==> src/rtl/prt_pkg.sv <==
// Package: shared types and register addresses for the reload timer.
// Assumes a byte-wide bus with a 2-bit address.
package prt_pkg;

    localparam logic [1:0] ADDR_CTRL = 2'd0;
    localparam logic [1:0] ADDR_LO   = 2'd1;
    localparam logic [1:0] ADDR_HI   = 2'd2;
    localparam logic [1:0] ADDR_PSEL = 2'd3;

    localparam logic [2:0] MODE_WAVE    = 3'b100;
    localparam logic [2:0] MODE_ONESHOT = 3'b101;

    // Control byte, MSB first.
    typedef struct packed {
        logic       run;
        logic       edge_rise;
        logic       pol;
        logic       level;
        logic       latch_only;
        logic [2:0] mode;
    } ctrl_t;

endpackage

==> src/rtl/prt_prescaler.sv <==
// Module: power-of-two clock divider.
// Produces a one-cycle tick every 2^(sel+1) cycles while run is high.
// Select values above STAGES-1 are clamped to STAGES-1.
// The divider restarts from zero whenever run is low.
module prt_prescaler #(
    parameter int STAGES = 10,
    parameter int SEL_W  = 4
) (
    input  logic             clk,
    input  logic             rst_n,
    input  logic             run,
    input  logic [SEL_W-1:0] sel,
    output logic             tick
);
    localparam logic [SEL_W-1:0] SEL_MAX = SEL_W'(STAGES - 1);

    logic [STAGES-1:0] pcnt;
    logic [STAGES-1:0] limit;
    logic [SEL_W-1:0]  eff;

    // Clamp the select and build the terminal count as a mask of ones.
    always_comb begin
        eff = (sel > SEL_MAX) ? SEL_MAX : sel;
        for (int i = 0; i < STAGES; i++) begin
            limit[i] = (SEL_W'(i) <= eff);
        end
    end

    assign tick = run && (pcnt == limit);

    // Divider counter: restart when stopped or at the terminal count.
    always_ff @(posedge clk) begin
        if (!rst_n) begin
            pcnt <= '0;
        end else if (!run || tick) begin
            pcnt <= '0;
        end else begin
            pcnt <= pcnt + 1'b1;
        end
    end
endmodule

==> src/rtl/prt_trigger.sv <==
// Module: trigger synchroniser and edge qualifier.
// Applies the edge select to the synchronised level and fires on a
// 0->1 change of the result. Rewriting rise_sel can therefore fire too.
// Assumes trig_in is asynchronous and slower than the clock.
module prt_trigger #(
    parameter int SYNC = 2
) (
    input  logic clk,
    input  logic rst_n,
    input  logic enable,
    input  logic trig_in,
    input  logic rise_sel,
    output logic fire
);
    logic [SYNC-1:0] sr;
    logic            cond;
    logic            cond_d;

    assign cond = rise_sel ? sr[SYNC-1] : ~sr[SYNC-1];
    assign fire = enable && cond && !cond_d;

    // Synchroniser chain for the asynchronous trigger input.
    always_ff @(posedge clk) begin
        if (!rst_n) begin
            sr <= '0;
        end else begin
            sr <= {sr[SYNC-2:0], trig_in};
        end
    end

    // Delayed qualified level. Resets high so reset causes no false edge.
    always_ff @(posedge clk) begin
        if (!rst_n) begin
            cond_d <= 1'b1;
        end else begin
            cond_d <= cond;
        end
    end
endmodule

==> src/rtl/prt_counter.sv <==
// Module: down counter with reload.
// A load takes priority over a tick. A tick at zero is an underflow: the
// counter reloads and uf is asserted, unless a load happens in that cycle.
module prt_counter #(
    parameter int W = 16
) (
    input  logic         clk,
    input  logic         rst_n,
    input  logic         tick,
    input  logic         load,
    input  logic [W-1:0] load_val,
    input  logic [W-1:0] reload_val,
    output logic [W-1:0] count,
    output logic         uf
);
    assign uf = tick && (count == '0) && !load;

    // Counter update: load, then reload at underflow, then decrement.
    always_ff @(posedge clk) begin
        if (!rst_n) begin
            count <= '0;
        end else if (load) begin
            count <= load_val;
        end else if (uf) begin
            count <= reload_val;
        end else if (tick) begin
            count <= count - 1'b1;
        end
    end
endmodule

==> src/rtl/prt_outctl.sv <==
// Module: output pin state machine for waveform and one-shot modes.
// Entering one-shot mode forces the inactive level. In waveform mode an
// underflow copies the level bit. In one-shot mode a trigger drives the
// active level and an underflow restores the inactive level.
module prt_outctl (
    input  logic       clk,
    input  logic       rst_n,
    input  logic [2:0] mode,
    input  logic       level,
    input  logic       pol,
    input  logic       enter_os,
    input  logic       enter_pol,
    input  logic       fire,
    input  logic       uf,
    output logic       pin_q
);
    import prt_pkg::*;

    // Pin level register, with mode entry taking priority.
    always_ff @(posedge clk) begin
        if (!rst_n) begin
            pin_q <= 1'b0;
        end else if (enter_os) begin
            pin_q <= enter_pol;
        end else if (mode == MODE_WAVE && uf) begin
            pin_q <= level;
        end else if (mode == MODE_ONESHOT && fire) begin
            pin_q <= ~pol;
        end else if (mode == MODE_ONESHOT && uf) begin
            pin_q <= pol;
        end
    end
endmodule

==> src/rtl/pulse_reload_timer.sv <==
// Module: top of the reload timer with programmable pulse output.
// Holds the bus registers, stages the low latch byte, applies the
// write-control choice, and wires prescaler, trigger, counter and pin logic.
// Assumes single-cycle bus writes and a combinational read path.
module pulse_reload_timer #(
    parameter int W      = 16,
    parameter int STAGES = 10,
    parameter int SEL_W  = 4,
    parameter int SYNC   = 2
) (
    input  logic       clk,
    input  logic       rst_n,
    input  logic       bus_wr,
    input  logic [1:0] bus_addr,
    input  logic [7:0] bus_wdata,
    output logic [7:0] bus_rdata,
    input  logic       trig_in,
    output logic       pin_out,
    output logic       pin_oe,
    output logic       irq_uf,
    output logic       irq_trig
);
    import prt_pkg::*;

    localparam int HI_W = W - 8;

    ctrl_t            ctrl_q;
    ctrl_t            ctrl_new;
    logic [SEL_W-1:0] psel_q;
    logic [7:0]       lo_stage;
    logic [W-1:0]     latch_q;
    logic [W-1:0]     new_latch;
    logic [W-1:0]     cnt;
    logic             wr_ctrl, wr_lo, wr_hi, wr_psel;
    logic             imm_load, pin_mode, counting, tick, fire, uf, pin_q;
    logic             enter_os, cnt_load;
    logic [W-1:0]     cnt_load_val;
    logic             irq_uf_q, irq_trig_q;

    // Decode the bus write strobes.
    always_comb begin
        wr_ctrl  = bus_wr && bus_addr == ADDR_CTRL;
        wr_lo    = bus_wr && bus_addr == ADDR_LO;
        wr_hi    = bus_wr && bus_addr == ADDR_HI;
        wr_psel  = bus_wr && bus_addr == ADDR_PSEL;
        ctrl_new = ctrl_t'(bus_wdata);
    end

    assign new_latch    = {bus_wdata[HI_W-1:0], lo_stage};
    assign imm_load     = wr_hi && !ctrl_q.latch_only;
    assign pin_mode     = (ctrl_q.mode == MODE_WAVE) || (ctrl_q.mode == MODE_ONESHOT);
    assign counting     = ctrl_q.run && pin_mode;
    assign enter_os     = wr_ctrl && ctrl_new.mode == MODE_ONESHOT
                          && ctrl_q.mode != MODE_ONESHOT;
    assign cnt_load     = imm_load || fire;
    assign cnt_load_val = imm_load ? new_latch : latch_q;

    // Control, prescaler-select, staging and latch registers.
    always_ff @(posedge clk) begin
        if (!rst_n) begin
            ctrl_q   <= '0;
            psel_q   <= '0;
            lo_stage <= '0;
            latch_q  <= '0;
        end else begin
            if (wr_ctrl) ctrl_q   <= ctrl_new;
            if (wr_psel) psel_q   <= bus_wdata[SEL_W-1:0];
            if (wr_lo)   lo_stage <= bus_wdata;
            if (wr_hi)   latch_q  <= new_latch;
        end
    end

    // Interrupt pulse registers.
    always_ff @(posedge clk) begin
        if (!rst_n) begin
            irq_uf_q   <= 1'b0;
            irq_trig_q <= 1'b0;
        end else begin
            irq_uf_q   <= uf;
            irq_trig_q <= fire;
        end
    end

    prt_prescaler #(.STAGES(STAGES), .SEL_W(SEL_W)) u_presc (
        .clk(clk), .rst_n(rst_n), .run(counting), .sel(psel_q), .tick(tick)
    );

    prt_trigger #(.SYNC(SYNC)) u_trig (
        .clk(clk), .rst_n(rst_n), .enable(ctrl_q.mode == MODE_ONESHOT),
        .trig_in(trig_in), .rise_sel(ctrl_q.edge_rise), .fire(fire)
    );

    prt_counter #(.W(W)) u_cnt (
        .clk(clk), .rst_n(rst_n), .tick(tick), .load(cnt_load),
        .load_val(cnt_load_val), .reload_val(latch_q), .count(cnt), .uf(uf)
    );

    prt_outctl u_out (
        .clk(clk), .rst_n(rst_n), .mode(ctrl_q.mode), .level(ctrl_q.level),
        .pol(ctrl_q.pol), .enter_os(enter_os), .enter_pol(ctrl_new.pol),
        .fire(fire), .uf(uf), .pin_q(pin_q)
    );

    // Read mux: the latch has no read path.
    always_comb begin
        case (bus_addr)
            ADDR_CTRL: bus_rdata = ctrl_q;
            ADDR_LO:   bus_rdata = cnt[7:0];
            ADDR_HI:   bus_rdata = 8'(cnt[W-1:8]);
            default:   bus_rdata = 8'(psel_q);
        endcase
    end

    assign pin_oe   = pin_mode;
    assign pin_out  = pin_mode && pin_q;
    assign irq_uf   = irq_uf_q;
    assign irq_trig = irq_trig_q;
endmodule

==> config.mk <==
export PLATFORM = sky130hd
export DESIGN_NAME = pulse_reload_timer
export DESIGN_NICKNAME = d
export VERILOG_FILES = /design/src/rtl/prt_pkg.sv /design/src/rtl/prt_prescaler.sv /design/src/rtl/prt_trigger.sv /design/src/rtl/prt_counter.sv /design/src/rtl/prt_outctl.sv /design/src/rtl/pulse_reload_timer.sv
export SDC_FILE = /design/constraint.sdc
export NUM_CORES = 1
export LEC_CHECK = 0
export BUFFER_PORTS_ARGS = -buffer_cell sky130_fd_sc_hd__buf_4
export CORE_UTILIZATION = 30
export CTS_BUF_LIST = sky130_fd_sc_hd__clkbuf_2
export CTS_CLUSTER_SIZE = 24
export DETAILED_ROUTE_END_ITERATION = 8
export SETUP_SLACK_MARGIN = 0.5
export SLEW_MARGIN = 15
export SYNTH_ARGS = -nofsm -noshare
export SYNTH_HDL_FRONTEND = slang
export SYNTH_SLANG_ARGS = --single-unit
==> constraint.sdc <==
create_clock -name clk -period 2.4 [get_ports clk]
set_input_delay 0.72 -clock clk [delete_from_list [all_inputs] [get_ports clk]]
set_output_delay 0.72 -clock clk [all_outputs]
set_load 0.005 [all_outputs]
After elaboration in Yosys (flattened, before gate mapping)
Index checks and enable logic that the tools add are counted.

word-level totals
  register bits = 68
  word-level logic and storage cells = 80

operators by class
  add/sub/neg operators = 2
  $lt $le $gt $ge = 11
  equal/unequal tests = 8
  mux-type cells = 11
  bitwise operators = 3
  reductions and logical operators = 29

operators with widths
  operator                                                        number
  two-way mux 16 bit                                              4
  case mux 8 bit (3 select lines)                                 1
  logical AND 1 bit                                               17
  less-or-equal comparator 3 x 4 -> 1 bit (first input constant)  4
  logical NOT 16 bit                                              1
  subtractor 16 x 1 -> 16 bit (second input constant)             1
  adder 10 x 1 -> 10 bit (second input constant)                  1
  == test 10 bit                                                  1
  == test 3 bit (second input constant)                           3
  less-or-equal comparator 1 x 4 -> 1 bit (first input constant)  2
  less-or-equal comparator 2 x 4 -> 1 bit (first input constant)  2
  less-or-equal comparator 4 bit (first input constant)           2
  two-way mux 1 bit                                               5
  == test 2 bit (second input constant)                           2
  greater-than comparator 4 bit (second input constant)           1
  logical NOT 1 bit                                               4
  two-way mux 4 bit                                               1
  nonzero test 4 bit                                              1
  logical OR 1 bit                                                3
  inequality test 3 bit (second input constant)                   1
  inverter 1 bit                                                  3
  nonzero test 3 bit                                              1
  == test 2 x 1 -> 1 bit (second input constant)                  1
  logical NOT 2 bit                                               1
  OR reduction 2 bit                                              1

Longest topological paths before layout
  word-level depth = 12
  depth in mapped cells = 10
  depth with buffers taken out = 9

By module
From an unflattened synthesis, not the netlist that was laid out.

unflattened totals
  cell total of the unflattened synthesis = 431
  area, all modules = 3890.0 um2

by module, submodules not included
  module              times used  cells an instance  area each (um2)  seq. area each (um2)
  pulse_reload_timer  1           174                1848.0           760.7
  prt_counter         1           146                1148.6           320.3
  prt_prescaler       1           88                 678.2            200.2
  prt_outctl          1           15                 117.6            20.0
  prt_trigger         1           8                  97.6             60.1

Least setup slack after synthesis
No wires, ideal clock.

  path type = input-to-reg
  start = input bus_addr[1]
  end = register u_cnt.count[14]
  setup time = 0.117 ns
  data arrival time = 2.369 ns
  required time = 2.283 ns
  path slack = -0.086 ns
  stages = 8
  path buffers = 2
  cell sequence = nor4bb_1 clkbuf_1 a41oi_1 nand4b_4 or2_1 buf_6 or3_1 a32o_1

on the way
  word-level cells in the longest chain between the ends = 8
  elaborated cells between the ends (all ways) = 10
  classes of those cells = eq/ne: 1; mux: 3; reduce/logical: 6

ends and longest elaborated chain
  element               line                      RTL
  from (decl)           pulse_reload_timer.sv:14  input logic [1:0] bus_addr,
  == test 2 bit *       pulse_reload_timer.sv:44  wr_hi = bus_wr && bus_addr == ADDR_HI;
  logical AND 1 bit *   pulse_reload_timer.sv:44
  logical AND 1 bit *   pulse_reload_timer.sv:50  assign imm_load = wr_hi && !ctrl_q.latch_only;
  logical OR 1 bit      pulse_reload_timer.sv:55  assign cnt_load = imm_load || fire;
  logical NOT 1 bit     prt_counter.sv:16         assign uf = tick && (count == '0) && !load;
  logical AND 1 bit     prt_counter.sv:16
  two-way mux 16 bit    prt_counter.sv:24         end else if (uf) begin
  two-way mux 16 bit    prt_counter.sv:22         end else if (load) begin
  to (signal assigned)  prt_counter.sv:23         count <= load_val;
  to (signal assigned)  prt_counter.sv:25         count <= reload_val;
  to (signal assigned)  prt_counter.sv:27         count <= count - 1'b1;
  to (decl)             prt_counter.sv:13         output logic [W-1:0] count,

Mark *: on every way between the ends. The rest lies on a longest branch, timed or not.
A chain may end at the register's enable or synchronous reset.

Worst setup path after layout
  start = register psel_q[2]
  end = register u_cnt.count[6]

on the way
  word-level cells in the longest chain between the ends = 9
  elaborated cells between the ends (all ways) = 19
  classes of those cells = order compare: 11; eq/ne: 1; mux: 3; reduce/logical: 4

ends and longest elaborated chain
  element                                                          line                      RTL
  from (decl)                                                      pulse_reload_timer.sv:29  logic [SEL_W-1:0] psel_q;
  from (signal assigned)                                           pulse_reload_timer.sv:67  if (wr_psel) psel_q <= bus_wdata[SEL_W-1:0];
  greater-than comparator 4 bit                                    prt_prescaler.sv:23       eff = (sel > SEL_MAX) ? SEL_MAX : sel;
  two-way mux 4 bit *                                              prt_prescaler.sv:23
  less-or-equal comparator 1 x 4 -> 1 bit (tied with other cells)  prt_prescaler.sv:25       limit[i] = (SEL_W'(i) <= eff);
  == test 10 bit *                                                 prt_prescaler.sv:29       assign tick = run && (pcnt == limit);
  logical AND 1 bit *                                              prt_prescaler.sv:29
  logical AND 1 bit (2 in series)                                  prt_counter.sv:16
  two-way mux 16 bit                                               prt_counter.sv:24
  two-way mux 16 bit                                               prt_counter.sv:22

Marked as above.

==> results.sh <==
export IMPL_preCtsSetupSlack_ns=-0.02241
export IMPL_crit_required_ns=2.91
export IMPL_synth_top_family_by_area="simple AND/OR/NAND/NOR gates"
export IMPL_async_flop_share_pct=0
export IMPL_crit_path_end_kind="register"
export IMPL_synth_simple_area_share_pct=27.33
export IMPL_fillers=1126
export IMPL_crit_chain="buf_12 > xor2_1 > o31a_1 > nor4b_4 > nand4_1 > buf_4 > or4_4 > o21ai_1 > a22o_1"
export IMPL_p_sw_mw=0.7757
export IMPL_p_comb_share_pct=22.6
export IMPL_tightestPinTransition_ns=0.4230
export IMPL_clk_path_buf_depth=2
export IMPL_layout_drive_gt1_share_pct=34.12
export IMPL_worst_setup_path_start_kind="register"
export IMPL_syn_area_per_cell_um2=7.936
export IMPL_slowest_stage="or4_4"
export IMPL_die_h_um=112.4
export IMPL_grt_max_degree=32
export IMPL_dpl_hpwl_um=8368
export IMPL_timing_final_ws_setup_ns=-0.04493
export IMPL_clkSinkCount=68
export IMPL_overflow=0
export IMPL_area_growth_pct=37.69
export IMPL_track_usage_pct=20.27
export IMPL_htreeDepth=3
export IMPL_dieArea_um2=12640
export IMPL_fin_hold_ws_ns=0.3670
export IMPL_synth_fa_ha_area_share_pct=0.6840
export IMPL_synthMuxAreaShare_pct=8.482
export IMPL_slowest_delay_ns=0.47
export IMPL_synth_edf_count=0
export IMPL_vias=3795
export IMPL_yosysWarnings=0
export IMPL_fmax_ghz=0.4090
export IMPL_p_clk_share_pct=28.3
export IMPL_vias_per_cell=5.460
export IMPL_hold_violations=0
export IMPL_design_core_area_um2=11660
export IMPL_cp_num_buf_inv=2
export IMPL_critical_path_class="reg2reg"
export IMPL_slew_headroom_pct=71.61
export IMPL_cap_violations=0
export IMPL_pwr_share_seq_pct=49.1
export IMPL_crit_family="simple AND/OR/NAND/NOR gates"
export IMPL_grt_pass1_wl_um=19710
export IMPL_dr_first_iter_drc_count=380
export IMPL_gp_congestion=0.8938
export IMPL_drc_errors=2
export IMPL_min_period_ns=2.445
export IMPL_ys_seq_elements=68
export IMPL_boundaryPins=26
export IMPL_synth_common_cells="nand2_1, dfxtp_1, nor2_1"
export IMPL_portBuffers=25
export IMPL_cts_hold_buf=0
export IMPL_ys_seq_area_share_pct=37.21
export IMPL_drt_wirelength_per_cell_um=17.74
export IMPL_synth_area_um2=3659
export IMPL_synth_cells=461
export IMPL_hold_path_class="in2reg"
export IMPL_swShare_pct=31.90
export IMPL_drt_pass1_iter_count=7
export IMPL_synth_cell_types=61
export IMPL_drt_antenna_violating_nets=0
export IMPL_syn_nets=477
export IMPL_power_density_nw_per_um2=482.8
export IMPL_p_leak_nw=2.022
export IMPL_die_w_um=112.4
export IMPL_skew_ns=0.02726
export IMPL_routed_wirelength_um=12330
export IMPL_crit_fanout=4
export IMPL_fin_crit_sh_pct=101.9
export IMPL_finalSetupViolations=3
export IMPL_antenna_found_initial=0
export IMPL_grt_setup_unrepaired="yes"
export IMPL_yosysMostFrequentCell="nand2_1"
export IMPL_synthFlopType="dfxtp_1"
export IMPL_core_rowCount=39
export IMPL_p_int_mw=1.656
export IMPL_clk_pin_slew_ns=0.21
export IMPL_violations="DRC, setup timing"
export IMPL_clock_root_buffer="clkbuf_2"
export IMPL_synth_compound_area_share_pct=16.79
export IMPL_outcome="finished with violations"
export IMPL_fin_nets=562
export IMPL_yosysTopAreaCellShare_pct=37.21
export IMPL_netlist_top_cells_area="dfxtp_1, nand2_1, mux2i_1"
export IMPL_slew_viol_final=0
export IMPL_synth_xor_area_share_pct=5.267
export IMPL_crit_arrival_ns=2.96
export IMPL_numCtsBuffers=9
export IMPL_ir_drop_uv=276.6
export IMPL_start_util_pct=31.37
export IMPL_synth_area_leader_cell="dfxtp_1"
export IMPL_cts_tree="built"
export IMPL_grt_pass1_vias=3829
export IMPL_insertion_delay_ns=0.56
==> worst reg2reg max path, stage by stage, from the launching register on <==
cell     delay, ns
dfxtp_4       0.41
buf_12        0.13
xor2_1        0.15
o31a_1        0.26
nor4b_4       0.23
nand4_1       0.24
buf_4         0.23
or4_4         0.47
o21ai_1       0.13
a22o_1        0.15
==> cell families after synthesis <==
family          Yosys count
simple gates            207
compound gates           98
flops                    68
buf+inv                  38
mux                      26
xor+xnor                 22
fa+ha+maj                 2
==> final timing paths <==
check | endpoint | slack (ns) | start | cells after the start
worst max-delay path | u_cnt.count[6] | -0.04 | psel_q[2] | 9
worst min-delay path | u_trig.sr[0] | 0.37 | trig_in | 2
worst max register to register | u_cnt.count[6] | -0.04 | psel_q[2] | 9
worst min register to register | u_trig.sr[1] | 0.48 | u_trig.sr[0] | 1
==> flip-flops by register name, summed over array words and instances (netlist names) <==
signal         cells
u_trig.sr          2
ctrl_q             8
u_presc.pcnt      10
u_out.pin_q        1
u_cnt.count       16
lo_stage           8
irq_trig           1
psel_q             4
latch_q           16
irq_uf             1
u_trig.cond_d      1
==> power by group through the flow <==
| stage | clock (mW) | sequential, mW | combinational (mW) |
|---|---|---|---|
| floorplan | 0 | 1.21 | 0.290 |
| global placement | 0 | 1.21 | 0.446 |
| detailed placement | 0 | 1.21 | 0.453 |
| CTS | 0.701 | 1.19 | 0.530 |
| global route | 0.757 | 1.20 | 0.591 |
| finish | 0.687 | 1.19 | 0.551 |
==> cell usage in the layout (no fill, tap or decap), types with 5 or more instances in the layout <==
cell / instances
buf_4: 75
dfxtp_2: 10
clkbuf_2: 9
nor2_1: 48
dfxtp_1: 55
buf_6: 25
o21ai_0: 11
nand2_1: 74
nand3_1: 21
xor2_1: 11
a21oi_1: 36
mux2i_1: 19
inv_1: 5
a32o_1: 6
nor3_2: 5
o21ai_2: 8
nor3_1: 11
nand2b_1: 5
xnor2_1: 11
==> area by class of cell <==
class / instances / area (um2) / area share [%]
multi-input combinational: 355 / 2394 / 47.52
sequential: 68 / 1385 / 27.50
timing repair buffer: 105 / 939.7 / 18.65
tap: 143 / 178.9 / 3.552
clock inverter: 7 / 66.31 / 1.316
clock buffer: 9 / 45.04 / 0.8942
inverter: 7 / 26.28 / 0.5216
antenna: 1 / 2.502 / 0.04968
==> metrics by stage <==
| stage | utilization, % | total power, mW | area (um2) | setup TNS [ns] | instances |
|---|---|---|---|---|---|
| global route | 43.17 | 2.546 | 5035 | -0.7076 | 694 |
| floorplan | - | 1.495 | 3749 | 0 | 461 |
| detailed placement | 36.99 | 1.668 | 4314 | -0.02241 | 647 |
| CTS | 42.37 | 2.422 | 4941 | -0.08880 | 690 |
| global placement | 36.99 | 1.660 | 4314 | 0 | 647 |
| finish | 43.19 | 2.432 | 5037 | -0.09670 | 695 |
==> repair_timing <==
action | in CTS | in global routing
gates resized for setup | 86 | 15
cloned | 0 | 0
pin swaps | 32 | 14
setup endpoints to repair | 27 | 28
setup buffers | 27 | 4
==> routing by layer <==
metal,share of wire (%),track usage [%],up-vias
met4,3.4,8.444,0
li1,-,-,1793
met2,45,32.46,173
met1,45,26.12,1784
met3,6.7,4.914,45
met5,0,0,-
Note: power is estimated with default switching activity, not from simulation.
